File: config.mk
export PLATFORM = sky130hd
export DESIGN_NAME = ptw_walker
export DESIGN_NICKNAME = d
export VERILOG_FILES = /design/src/rtl/ptw_pkg.sv /design/src/rtl/ptw_index_sel.sv /design/src/rtl/ptw_pte_mark.sv /design/src/rtl/ptw_walker.sv
export SDC_FILE = /design/constraint.sdc
export NUM_CORES = 1
export LEC_CHECK = 0
export BUFFER_PORTS_ARGS = -buffer_cell sky130_fd_sc_hd__clkbuf_2
export CAP_MARGIN = 30
export CORE_ASPECT_RATIO = 0.5
export CORE_MARGIN = 3
export CORE_UTILIZATION = 31
export DETAILED_ROUTE_END_ITERATION = 10
export SLEW_MARGIN = 10
export SYNTH_ARGS = -nofsm -noshare
export SYNTH_HDL_FRONTEND = slang
export SYNTH_HIERARCHICAL = 1
export SYNTH_SLANG_ARGS = --single-unit
export TNS_END_PERCENT = 30
File: constraint.sdc
create_clock -name clk -period 1.33 [get_ports clk]
set_input_delay 0.133 -clock clk [delete_from_list [all_inputs] [get_ports clk]]
set_output_delay 0.133 -clock clk [all_outputs]
set_load 0.05 [all_outputs]
File: src/rtl/ptw_pkg.sv
package ptw_pkg;
    parameter int VA_W   = 32;
    parameter int PA_W   = 32;
    parameter int OFF_W  = 12;
    parameter int IDX_W  = 10;
    parameter int LEVELS = 2;
    parameter int PTE_W  = 32;

    localparam int FRAME_W = PA_W - OFF_W;
    localparam int LVL_W   = (LEVELS > 1) ? $clog2(LEVELS) : 1;
    localparam int RSV_W   = PTE_W - FRAME_W - 3;
    localparam int ENT_SH  = $clog2(PTE_W / 8);

    typedef struct packed {
        logic [FRAME_W-1:0] frame;
        logic [RSV_W-1:0]   rsvd;
        logic               dirty;
        logic               used;
        logic               valid;
    } pte_t;

    typedef enum logic [2:0] {
        WS_IDLE,
        WS_RD_REQ,
        WS_RD_WAIT,
        WS_WB,
        WS_DONE
    } walk_state_e;

    // Byte address of entry idx inside the table that starts at frame
    function automatic logic [PA_W-1:0] entry_addr(logic [FRAME_W-1:0] frame,
                                                    logic [IDX_W-1:0] idx);
        logic [OFF_W-1:0] off;
        off = OFF_W'(idx) << ENT_SH;
        return {frame, off};
    endfunction
endpackage

File: src/rtl/ptw_index_sel.sv
module ptw_index_sel
    import ptw_pkg::*;
(
    input  logic [VA_W-1:0]  vaddr,
    input  logic [LVL_W-1:0] level,
    output logic [IDX_W-1:0] idx
);
    logic [IDX_W-1:0] idx_arr [LEVELS];

    for (genvar g = 0; g < LEVELS; g++) begin : g_lvl
        assign idx_arr[g] = vaddr[OFF_W + (LEVELS-1-g)*IDX_W +: IDX_W];
    end

    assign idx = idx_arr[level];
endmodule

File: src/rtl/ptw_pte_mark.sv
module ptw_pte_mark
    import ptw_pkg::*;
(
    input  pte_t cur,
    input  logic is_write,
    output pte_t upd,
    output logic changed
);
    always_comb begin
        upd       = cur;
        upd.used  = 1'b1;
        upd.dirty = cur.dirty | is_write;
        changed   = (upd.used != cur.used) || (upd.dirty != cur.dirty);
    end
endmodule

File: src/rtl/ptw_walker.sv
module ptw_walker
    import ptw_pkg::*;
(
    input  logic              clk,
    input  logic              rst,
    input  logic              req_valid,
    output logic              req_ready,
    input  logic [VA_W-1:0]   req_vaddr,
    input  logic              req_write,
    input  logic [PA_W-1:0]   ptbr,
    output logic              resp_valid,
    output logic              resp_fault,
    output logic [LVL_W-1:0]  resp_level,
    output logic [PA_W-1:0]   resp_paddr,
    output logic              mem_valid,
    input  logic              mem_ready,
    output logic              mem_we,
    output logic [PA_W-1:0]   mem_addr,
    output logic [PTE_W-1:0]  mem_wdata,
    input  logic              mem_rsp_valid,
    input  logic [PTE_W-1:0]  mem_rsp_data
);
    localparam logic [LVL_W-1:0] LEAF = LVL_W'(LEVELS - 1);

    walk_state_e        state_q;
    logic [VA_W-1:0]    va_q;
    logic               wr_q;
    logic [FRAME_W-1:0] base_q;
    logic [LVL_W-1:0]   lvl_q;
    pte_t               wb_q;
    logic               fault_q;
    logic [PA_W-1:0]    paddr_q;

    logic [IDX_W-1:0]   cur_idx;
    pte_t               rd_pte;
    pte_t               marked;
    logic               need_wb;

    assign rd_pte = pte_t'(mem_rsp_data);

    ptw_index_sel u_idx (
        .vaddr (va_q),
        .level (lvl_q),
        .idx   (cur_idx)
    );

    ptw_pte_mark u_mark (
        .cur      (rd_pte),
        .is_write (wr_q),
        .upd      (marked),
        .changed  (need_wb)
    );

    always_ff @(posedge clk) begin
        if (rst) begin
            state_q <= WS_IDLE;
            va_q    <= '0;
            wr_q    <= 1'b0;
            base_q  <= '0;
            lvl_q   <= '0;
            wb_q    <= '0;
            fault_q <= 1'b0;
            paddr_q <= '0;
        end else begin
            case (state_q)
                WS_IDLE: begin
                    if (req_valid) begin
                        va_q    <= req_vaddr;
                        wr_q    <= req_write;
                        base_q  <= ptbr[PA_W-1:OFF_W];
                        lvl_q   <= '0;
                        fault_q <= 1'b0;
                        state_q <= WS_RD_REQ;
                    end
                end
                WS_RD_REQ: begin
                    if (mem_ready) state_q <= WS_RD_WAIT;
                end
                WS_RD_WAIT: begin
                    if (mem_rsp_valid) begin
                        if (!rd_pte.valid) begin
                            fault_q <= 1'b1;
                            state_q <= WS_DONE;
                        end else if (lvl_q == LEAF) begin
                            paddr_q <= {rd_pte.frame, va_q[OFF_W-1:0]};
                            wb_q    <= marked;
                            state_q <= need_wb ? WS_WB : WS_DONE;
                        end else begin
                            base_q  <= rd_pte.frame;
                            lvl_q   <= lvl_q + 1'b1;
                            state_q <= WS_RD_REQ;
                        end
                    end
                end
                WS_WB: begin
                    if (mem_ready) state_q <= WS_DONE;
                end
                WS_DONE: state_q <= WS_IDLE;
                default: state_q <= WS_IDLE;
            endcase
        end
    end

    assign req_ready  = (state_q == WS_IDLE);
    assign mem_valid  = (state_q == WS_RD_REQ) || (state_q == WS_WB);
    assign mem_we     = (state_q == WS_WB);
    assign mem_addr   = entry_addr(base_q, cur_idx);
    assign mem_wdata  = wb_q;
    assign resp_valid = (state_q == WS_DONE);
    assign resp_fault = fault_q;
    assign resp_level = lvl_q;
    assign resp_paddr = paddr_q;
endmodule

==> metrics.md, run 1 <==
| Metric | Value |
|---|---|
| Outcome | `finished with violations` |
| Violated checks | `setup timing` |
| Clk sinks | `around 120` |
| Total Neg Setup Slack | `-20000 ps` |
| Cells after synthesis | `between 600 and 700` |
| Achievable Freq | `just over 0.6 GHz` |
| Leak pwr | `3.61 nW` |
| Max incr delay on CP | `between 300 and 400 ps` |
| Row count | `34` |
| Final period util | `125%` |
| Top-area cell type share of the netlist area | `42.6%` |
| Crit-path slowest cell | `dfxtp_4` |
| R2R Setup Slk | `-330 ps` |
| Finish-stage setup viols | `137` |
| Vias per std cell | `between 5 and 6` |
| DRT antenna net count | `0` |
| FF/Latch Area | `between 0.002 and 0.0025 mm2` |
| Clock slew seen by the registers of the worst setup and hold paths | `around 60 ps` |
| Number of CTS-inserted buffers | `17` |
| Critical Path Start Type | `flip-flop` |
| Diodes inserted | `0` |
| Synth area leader | `dfxtp_1` |
| Multi-input logic area | `0.00329 mm2` |
| Post-Synth Simple-Gate Area | `14.9%` |
| Post-route DRC | `0` |
| Placed cells | `approximately 1000` |
| First-pass GRT wire length | `30900 um` |
| Fill count | `1601` |
| Post-synth ARST share | `0%` |
| Final hold violation count | `0` |
| Reg power frac | `roughly 36%` |
| Post-synthesis compound-gate area fraction | `between 20 and 30%` |
| Mapped cell area | `~0.0057 mm2` |
| Hold crit path type | `primary input to flip-flop` |
| CTS H-tree lvls | `4` |
| Syn. warnings | `6` |
| Ratio of cells with drive above 1 in the final layout | `46.3%` |
| CTS tree | `built` |
| Synth cell types | `39` |
| Required time of the critical path | `1630 ps` |
| DRT Wirelength | `approximately 22000 um` |
| Crit Path Category | `flip-flop to flip-flop` |
| Vias | `~6000` |
| Wire per inst | `18.9 um` |
| Final nets | `994` |
| Synth-to-layout area growth | `61.0%` |
| Starting Density | `32.3%` |
| Worst-skew pair later-pin latency | `400 ps` |
| Clk pwr share | `between 40% and 50%` |
| Switching power | `~3.3 mW` |
| Register area share after synthesis | `~43%` |
| Adder-cell share of the synthesized area | `0%` |
| DRT Pass-1 Iters | `5` |
| Initial antenna violation count | `0` |
| Internal | `slightly below 8 mW` |
| Commonest register cell after synthesis | `dfxtp_1` |
| CP bufs+invs | `4` |
| Cell Area, Placed | `0.00719 mm2` |
| Die X | `around 200 um` |
| Worst setup EP type | `flip-flop` |
| Number of synthesized flops with an enable pin | `0` |
| Critical Path AT | `between 1500 and 2000 ps` |
| Critical path cell sequence | `buf_4 > buf_4 > nor4b_4 > buf_6 > clkbuf_16 > nand2_2 > a21oi_1` |
| Die ar. | `0.0202 mm2` |
| Proportion of synthesized area in mux cells | `around 6.3%` |
| Setup Skew | `roughly 8.3 ps` |
| Ranking of synthesized cells by area | `dfxtp_1 (43%), a21oi_1 (8.7%), o21ai_0 (7.3%), nand3_1 (5.7%), buf_4 (5.4%)` |
| First DRT Iteration DRCs | `around 400` |
| Cell Pwr Density | `roughly 1200 mW/mm2` |
| Cell family with most CP delay | `buffers and inverters` |
| Flops & latches, synth | `~120` |
| Final Max Tran Viols | `0` |
| Min cycle time layout | `about 1700 ps` |
| Final worst slack | `-328 ps` |
| Max_cap viols | `0` |
| CP most frequent cell | `buf_4` |
| Dpl hpwl | `12800 um` |
| Final GP Congestion | `about 0.76` |
| Bufs on Longest Clock Path | `2` |
| Die span in y | `102 um` |
| Comb pwr share | `approximately 22%` |
| Largest net degree at the start of global routing | `just over 50` |
| Gr usage total | `approximately a fifth` |
| Finished Core Util | `about half` |
| Core Footprint | `~0.018 mm2` |
| IO Count | `a little over 200` |
| Main combinational cell family by area after synthesis | `compound AO/OA/AOI/OAI gates` |
| Avg Cell Area, Syn | `around 8.6 um2` |
| RSZ-0062 raised after global routing | `yes` |
| Port Buffers | `approximately 190` |
| Design Area, Final | `between 0.009 and 0.01 mm2` |
| Total gr overflow | `0` |
| Switching Fraction | `29.7%` |
| Peak supply drop | `0.929 mV` |
| Non-Filler Instances | `1139` |
| Max Fanout on Critical Path | `8` |
| Vias in the first global route | `~5700` |
| CTS root buf | `clkbuf_16` |
| Synth Area in XOR/XNOR | `less than 1%` |
[cells by family after synthesis]
kind of cell / count (synthesis)
simple gates: 174
mux: 31
buf+inv: 105
compound gates: 232
flops: 122
xor+xnor: 1
other cells: 2
[flip-flops by register name, indices dropped and copies added, names as in the netlist]
register	flops
base_q	20
mem_wdata	32
resp_fault	1
resp_level	1
resp_paddr	32
state_q	3
va_q	32
wr_q	1
[cell usage after synthesis (2+ instances only)]
| cell type | number |
|---|---|
| a2111oi_2 | 20 |
| a211o_1 | 22 |
| a21oi_1 | 100 |
| and2_1 | 2 |
| buf_1 | 5 |
| buf_2 | 15 |
| buf_4 | 41 |
| buf_6 | 4 |
| clkbuf_1 | 36 |
| conb_1 | 2 |
| dfxtp_1 | 122 |
| inv_1 | 3 |
| mux2_4 | 10 |
| mux2i_1 | 21 |
| nand2_1 | 70 |
| nand3_1 | 65 |
| nor2_1 | 2 |
| nor3_1 | 22 |
| o211a_1 | 2 |
| o21ai_0 | 84 |
[cell usage in the layout, fill, tap and decap left out, drive strengths merged]
master	count
clkinvlp	5
inv	3
nor2	2
nor3b	2
a21boi	1
clkbuf	202
and2	2
nand2	70
bufinv	2
conb	3
nor4	1
o21ai	85
nand3	65
a21oi	100
or2	1
nand2b	1
a211o	22
or4b	1
xor2	1
clkinv	4
a21o	1
o31ai	1
nand3b	1
nor4b	1
nor3	22
dlygate4sd3	47
and4bb	1
and2b	1
nand4bb	1
mux2	10
a2111oi	20
o211a	2
or3	1
dfxtp	122
buf	79
mux2i	21
and3b	1
[stage by stage]
stage	total power, mW	setup WS [ps]	hold slack, ps
after floorplan	5.28	-125	269
after global placement	5.80	-136	360
after detailed placement	5.82	-179	363
after CTS	10.8	-234	0.119
after global routing	11.4	-391	9.28
final	11.0	-328	16.8
[path summary, 6_finish.rpt]
path	depth (start not counted)	end	from
setup / recovery	7	va_q[24]	state_q[2]
hold / removal	3	mem_wdata[18]	mem_rsp_data[18]
setup reg to reg	7	va_q[24]	state_q[2]
hold reg to reg	2	mem_wdata[8]	mem_wdata[8]
[power by group through the flow]
stage	Sequential, mW	Combinational [mW]	Clock, mW
finish	3.94	2.43	4.60
global route	3.96	2.56	4.89
CTS	3.93	2.15	4.68
detailed placement	4.01	1.82	0
global placement	4.00	1.80	0
floorplan	4.24	1.04	0
[cell type report]
class	instances	share of cell area, %
clock buffers	21	4.99
clock inverters	11	1.32
inverters	3	0.122
multi-input cells	441	35.7
flip-flops and latches	122	26.6
well taps	234	3.18
repair buffers	307	28.0
[metal layers]
| layer | GRT usage (%) | part of all wire, % |
|---|---|---|
| met1 | 25.9 | 46 |
| met5 | 0 | 0 |
| met4 | 5.59 | 2.1 |
| met2 | 31.4 | 47 |
| met3 | 3.95 | 5.3 |
[worst min-delay path, delay by kind of cell]
family	cells	cell delay, ps
buffers and inverters	1	110
AO/OA/AOI/OAI	1	50
AND/OR/NAND/NOR	1	70
[repair_timing]
item / in CTS / in global routing
resized for setup: 133 / 92
buffers inserted: 10 / 4
cloned: 3 / 9
endpoints found under the setup margin: 135 / 135
pin swaps: 9 / 14
endpoints found under the hold margin: 50 / 1
hold buffers: 46 / 1
Note: power is estimated with default switching activity, not from simulation.
==> run 2, diff against run 1 <==
--- a/config.mk
+++ b/config.mk
@@ -6,11 +6,12 @@
 export NUM_CORES = 1
 export LEC_CHECK = 0
 export BUFFER_PORTS_ARGS = -buffer_cell sky130_fd_sc_hd__clkbuf_2
-export CAP_MARGIN = 30
+export CAP_MARGIN = 10
 export CORE_ASPECT_RATIO = 0.5
 export CORE_MARGIN = 3
-export CORE_UTILIZATION = 31
+export CORE_UTILIZATION = 46
 export DETAILED_ROUTE_END_ITERATION = 10
+export PLACE_DENSITY = 0.78
 export SLEW_MARGIN = 10
 export SYNTH_ARGS = -nofsm -noshare
 export SYNTH_HDL_FRONTEND = slang
==> metrics.md, run 2 (same netlist as run 1, synthesis figures left out) <==
| Metric | Value |
|---|---|
| CP most frequent cell | `buf_6` |
| Total gr overflow | `0 (unchanged)` |
| RSZ-0062 raised after global routing | `yes` |
| Design Area, Final | `0.00988 mm2 (+7.1%)` |
| First-pass GRT wire length | `37900 um (+23%)` |
| Critical path cell sequence | `buf_6 > buf_6 > and4bb_4 > buf_12 > nand3_1 > a21oi_1` |
| Peak supply drop | `0.716 mV (-23%)` |
| Finished Core Util | `82.4% (+30 points)` |
| Vias per std cell | `6.64 (+26%)` |
| Multi-input logic area | `0.00360 mm2 (+9.2%)` |
| Max Fanout on Critical Path | `30 (+22)` |
| Vias | `7243 (+20%)` |
| CTS root buf | `clkbuf_16` |
| Synth-to-layout area growth | `72.4%` |
| Gr usage total | `35.3% (+16 points)` |
| Crit Path Category | `flip-flop to flip-flop` |
| Minimum hold slack | `-0.388 ps (-17.2 ps)` |
| Placed cells | `961 (-7.2%)` |
| Finish-stage setup viols | `140 (+2.2%)` |
| Final worst slack | `-527 ps (-199 ps)` |
| IO Count | `204 (unchanged)` |
| Min cycle time layout | `1860 ps (+199 ps)` |
| Violated checks | `hold timing, setup timing` |
| CP bufs+invs | `3 (-1)` |
| Wire per inst | `27.4 um (+45%)` |
| Bufs on Longest Clock Path | `2 (unchanged)` |
| Largest net degree at the start of global routing | `52 (+2.0%)` |
| Number of CTS-inserted buffers | `17 (unchanged)` |
| Dpl hpwl | `11600 um (-9.4%)` |
| Clock slew seen by the registers of the worst setup and hold paths | `60 ps (about the same)` |
| Port Buffers | `189 (unchanged)` |
| Vias in the first global route | `6637 (+17%)` |
| Non-Filler Instances | `1091 (-4.2%)` |
| Worst-skew pair later-pin latency | `410 ps (about the same)` |
| Outcome | `finished with violations` |
| M1 WL | `11100 um (+13%)` |
| DP Worst Slack | `-166 ps (+13.3 ps)` |
| FF/Latch Area | `0.00246 mm2 (about the same)` |
| Starting Density | `47.8% (+16 points)` |
| Die X | `164 um (-17%)` |
| Metal3 WL | `4190 um (+270%)` |
| Hold crit path type | `primary input to flip-flop` |
| Worst setup EP type | `flip-flop` |
| Fill count | `607 (-62%)` |
| Slew @ Worst Pin | `about 610 ps` |
| Die span in y | `84.9 um (-17%)` |
| Final hold violation count | `1 (+1)` |
| DRT antenna net count | `0 (unchanged)` |
| Most common cell after layout, fill and taps aside | `clkbuf_2` |
| Required time of the critical path | `1650 ps (+20 ps)` |
| Total Neg Setup Slack | `-42030 ps (-22030 ps)` |
| Achievable Freq | `0.539 GHz (-11%)` |
| Max_cap viols | `0 (unchanged)` |
| CTS H-tree lvls | `4 (unchanged)` |
| Setup Skew | `7.20 ps (-1.13 ps)` |
| Initial antenna violation count | `0 (unchanged)` |
| DR top layer | `met4` |
| Most frequent cells in the layout | `clkbuf_2 (170), dfxtp_1 (117), o21ai_0 (73)` |
| Critical Path Start Type | `flip-flop` |
| Ratio of cells with drive above 1 in the final layout | `52.1% (+5.8 points)` |
| Post-route DRC | `0 (unchanged)` |
| Total Power | `11.7 mW (+7.0%)` |
| Final nets | `1014 (+2.0%)` |
| DRT Pass-1 Iters | `7 (+2)` |
| CTS tree | `built` |
| Max incr delay on CP | `450 ps (+90 ps)` |
| Cell Pwr Density | `1190 mW/mm2 (about the same)` |
| Row count | `28 (-18%)` |
| Final Max Tran Viols | `0 (unchanged)` |
| First DRT Iteration DRCs | `1060 (+170%)` |
| Crit-path slowest cell | `and4bb_4` |
| Final GP Congestion | `0.820 (+7.3%)` |
| Die ar. | `0.0139 mm2 (-31%)` |
| Cell Area, Placed | `0.00697 mm2 (-3.0%)` |
| Leak pwr | `3.84 nW (+6.4%)` |
| Cell family with most CP delay | `simple AND/OR/NAND/NOR gates` |
| DRT Wirelength | `29900 um (+39%)` |
| Max-slew headroom | `58.6%` |
| Core Footprint | `0.0120 mm2 (-32%)` |
| Final period util | `140% (+15 points)` |
| Met2 routed WL | `12700 um (+25%)` |
| Clk sinks | `122 (unchanged)` |
| Critical Path AT | `2180 ps (+220 ps)` |
run 2: changes by cell type in the layout (fill, tap and decap cells not counted), moves of 6 or more:
cell	before	now
o21ai_0	21	73
a21oi_1	89	45
a21oi_2	11	55
o21ai_2	40	2
nor3_1	21	1
nand3_1	65	48
nor3_2	1	18
o21ai_1	24	10
buf_16	3	14
nand3_2	0	11
buf_4	26	33
nand2_4	1	8
mux2i_1	7	13
nand3_4	0	6
run 2: routing by layer:
| metal | vias to the layer above | track usage, % |
|---|---|---|
| met4 | 0 | 17.5 |
| met5 | - | 0 |
| met3 | 226 | 11.6 |
| met1 | 3403 | 45.2 |
| met2 | 753 | 53.7 |
| li1 | 2861 | - |
run 2: worst register-to-register path: stages, from the launching register on:
cell      delay [ps]
dfxtp_4          370
buf_6            130
buf_6            120
and4bb_4         460
buf_12           220
nand3_1          200
a21oi_1          260
run 2: timing repair:
action / 4_1_cts / 5_1_grt
setup endpoints to repair: 134 / 139
gates resized for setup: 123 / 148
buffers inserted: 23 / 12
pin swaps: 24 / 49
hold endpoints to repair: 54 / 0
hold buffers: 50 / 0
cloned: 16 / 3
run 2: where the power goes:
group / switching, mW / total (mW) / internal, mW
Clock: 1.89 / 4.82 / 2.93
Sequential: 0.193 / 4.00 / 3.81
Combinational: 1.69 / 2.92 / 1.23
Total: 3.77 / 11.7 / 7.98
run 2: layout make-up:
| type | instances | area share [%] |
|---|---|---|
| antenna | 1 | 0.0253 |
| inverter | 3 | 0.139 |
| timing repair buffer | 327 | 30.3 |
| clock buffer | 19 | 4.70 |
| tap | 165 | 2.09 |
| sequential | 122 | 24.9 |
| clock inverter | 13 | 1.42 |
| multi-input combinational | 441 | 36.4 |
run 2: final timing paths:
check / start / end / slack (ps) / cells past startpoint
worst max-delay path: state_q[2] / mem_wdata[20] / -530 / 6
worst min-delay path: mem_rsp_data[26] / mem_wdata[26] / -0.4 / 3
worst max register to register: state_q[2] / mem_wdata[20] / -530 / 6
worst min register to register: va_q[9] / va_q[9] / 460 / 2
==> run 3, diff against run 2 <==
--- a/config.mk
+++ b/config.mk
@@ -9,9 +9,8 @@
 export CAP_MARGIN = 10
 export CORE_ASPECT_RATIO = 0.5
 export CORE_MARGIN = 3
-export CORE_UTILIZATION = 46
+export CORE_UTILIZATION = 30
 export DETAILED_ROUTE_END_ITERATION = 10
-export PLACE_DENSITY = 0.78
 export SLEW_MARGIN = 10
 export SYNTH_ARGS = -nofsm -noshare
 export SYNTH_HDL_FRONTEND = slang
==> metrics.md, run 3 (same netlist as run 1, synthesis figures left out) <==
| Metric | Value |
|---|---|
| Most frequent cells in the layout | `clkbuf_2 (173), dfxtp_1 (118), o21ai_0 (77)` |
| Cell Pwr Density | `1180 mW/mm2 (-0.38%)` |
| Max incr delay on CP | `360 ps (-90 ps)` |
| Max Fanout on Critical Path | `5 (-83%)` |
| Vias | `6127 (-15%)` |
| Clk sinks | `122 (unchanged)` |
| Clk pwr share | `42.5% (+1.4 points)` |
| Setup Skew | `6.72 ps (-0.489 ps)` |
| Worst setup EP type | `flip-flop` |
| Die span in y | `104 um (+22%)` |
| Critical Path AT | `2000 ps (-180 ps)` |
| Finish-stage setup viols | `135 (-3.6%)` |
| CTS tree | `built` |
| Switching power | `3.54 mW (-6.1%)` |
| Total gr overflow | `0 (unchanged)` |
| Final GP Congestion | `0.799 (-2.5%)` |
| Largest net degree at the start of global routing | `57 (+9.6%)` |
| DRT Wirelength | `22600 um (-24%)` |
| Hold crit path type | `primary input to flip-flop` |
| Diodes inserted | `0 (-1)` |
| Outcome | `finished with violations` |
| Dpl hpwl | `12900 um (+12%)` |
| Post-route DRC | `0 (unchanged)` |
| Crit Path Category | `flip-flop to flip-flop` |
| Final worst slack | `-360 ps (+167 ps)` |
| Minimum hold slack | `24.0 ps (+24.4 ps)` |
| Synth-to-layout area growth | `67.1%` |
| DRT Pass-1 Iters | `5 (-2)` |
| Clock slew seen by the registers of the worst setup and hold paths | `70 ps (about the same)` |
| RSZ-0062 raised after global routing | `yes` |
| Leak pwr | `3.74 nW (-2.5%)` |
| DRT antenna net count | `0 (unchanged)` |
| Ratio of cells with drive above 1 in the final layout | `46.1% (-6.0 points)` |
| CTS root buf | `clkbuf_16` |
| CP bufs+invs | `4 (+1)` |
| First-pass GRT wire length | `34000 um (-10%)` |
| Fill count | `1639 (+170%)` |
| Cell family with most CP delay | `buffers and inverters` |
| CP startpoint | `state_q[2]` |
| Comb pwr share | `22.6% (-2.3 points)` |
| FF/Latch Area | `0.00245 mm2 (about the same)` |
| Final period util | `127% (-13 points)` |
| Wire per inst | `19.3 um (-30%)` |
| Critical Path Start Type | `flip-flop` |
| Most common cell after layout, fill and taps aside | `clkbuf_2` |
| Violated checks | `setup timing` |
| Critical path cell sequence | `buf_4 > nor3b_4 > buf_6 > buf_12 > mux2i_1 > buf_4 > a2111oi_4` |
| CP most frequent cell | `buf_4` |
| Crit-path slowest cell | `dfxtp_4` |
| Multi-input logic area | `0.00337 mm2 (-6.4%)` |
| Peak supply drop | `0.808 mV (+13%)` |
| Number of CTS-inserted buffers | `17 (unchanged)` |
| Gr usage total | `20.6% (-15 points)` |
| Final nets | `1004 (-0.99%)` |
| First DRT Iteration DRCs | `415 (-61%)` |
| Final hold violation count | `0 (-1)` |
| Required time of the critical path | `1640 ps (about the same)` |
| Max_cap viols | `0 (unchanged)` |
| Min cycle time layout | `1690 ps (-167 ps)` |
| IO Count | `204 (unchanged)` |
| Bufs on Longest Clock Path | `2 (unchanged)` |
| Row count | `35 (+25%)` |
| Internal | `7.80 mW (-2.2%)` |
| Worst-skew pair later-pin latency | `410 ps (about the same)` |
| Die X | `201 um (+23%)` |
| Die ar. | `0.0209 mm2 (+50%)` |
| Worst hold path startpoint | `mem_rsp_data[31]` |
| Initial antenna violation count | `0 (unchanged)` |
| Total Power | `11.3 mW (-3.4%)` |
| Starting Density | `30.9% (-17 points)` |
| Crit Reg-Reg Startpoint | `state_q[2]` |
| Achievable Freq | `0.592 GHz (+9.9%)` |
| Vias per std cell | `5.22 (-21%)` |
| Vias in the first global route | `5995 (-9.7%)` |
| Reg power frac | `34.8% (+0.7 points)` |
| Port Buffers | `189 (unchanged)` |
| Core Footprint | `0.0186 mm2 (+55%)` |
| Switching Fraction | `31.2% (-0.88 points)` |
| CTS H-tree lvls | `4 (unchanged)` |
| Final Max Tran Viols | `0 (unchanged)` |
run 3: power groups by stage:
| stage | Combinational (mW) | Clock [mW] | Sequential [mW] |
|---|---|---|---|
| finish | 2.57 | 4.83 | 3.95 |
| global route | 2.69 | 5.09 | 3.97 |
| CTS | 2.41 | 4.93 | 3.93 |
| detailed placement | 1.76 | 0 | 4.01 |
| global placement | 1.74 | 0 | 4.00 |
| floorplan | 1.04 | 0 | 4.24 |
run 3: cell type report:
| class | instances | area share (%) |
|---|---|---|
| clock buffer | 17 | 4.44 |
| sequential | 122 | 25.6 |
| timing repair buffer | 317 | 29.4 |
| inverter | 3 | 0.118 |
| tap | 259 | 3.39 |
| clock inverter | 15 | 1.87 |
| multi-input combinational | 441 | 35.2 |
run 3: timing repair:
item / in CTS / in global routing
pin swaps: 19 / 28
gates cloned: 15 / 1
setup buffers: 14 / 13
endpoints found under the hold margin: 47 / 0
hold buffers: 46 / 0
setup endpoints to repair: 134 / 135
gates resized for setup: 105 / 92
run 3: routing by layer:
layer / wire length, um / vias up / global-route usage, %
li1: - / 2842 / -
met1: 10000 / 3043 / 26.7
met2: 10800 / 191 / 33.1
met3: 1180 / 51 / 4.96
met4: 658 / 0 / 8.11
met5: 0 / - / 0
run 3: path summary, 6_finish.rpt:
kind	to	slack [ps]	cells past startpoint
hold / removal	mem_wdata[31]	20	3
setup / recovery	base_q[10]	-360	7
hold reg to reg	va_q[4]	460	2
setup reg to reg	base_q[10]	-360	7
run 3: worst min-delay path, stage by stage:
cell	delay (ps)
clkbuf_2	120
nand3_1	70
a21oi_1	50
run 3: per-stage QoR:
stage / cell area (um2) / TNS [ps] / cells / utilization (%) / worst slack (ps)
6_report: 9570 / -33720 / 1174 / 51.6 / -360
5_1_grt: 9570 / -40010 / 1174 / 51.6 / -401
4_1_cts: 9160 / -28760 / 1161 / 49.3 / -320
3_5_place_dp: 7120 / -11260 / 1055 / 38.3 / -227
3_3_place_gp: 7120 / -9170 / 1055 / 38.3 / -137
2_1_floorplan: 5940 / -4160 / 668 / - / -125
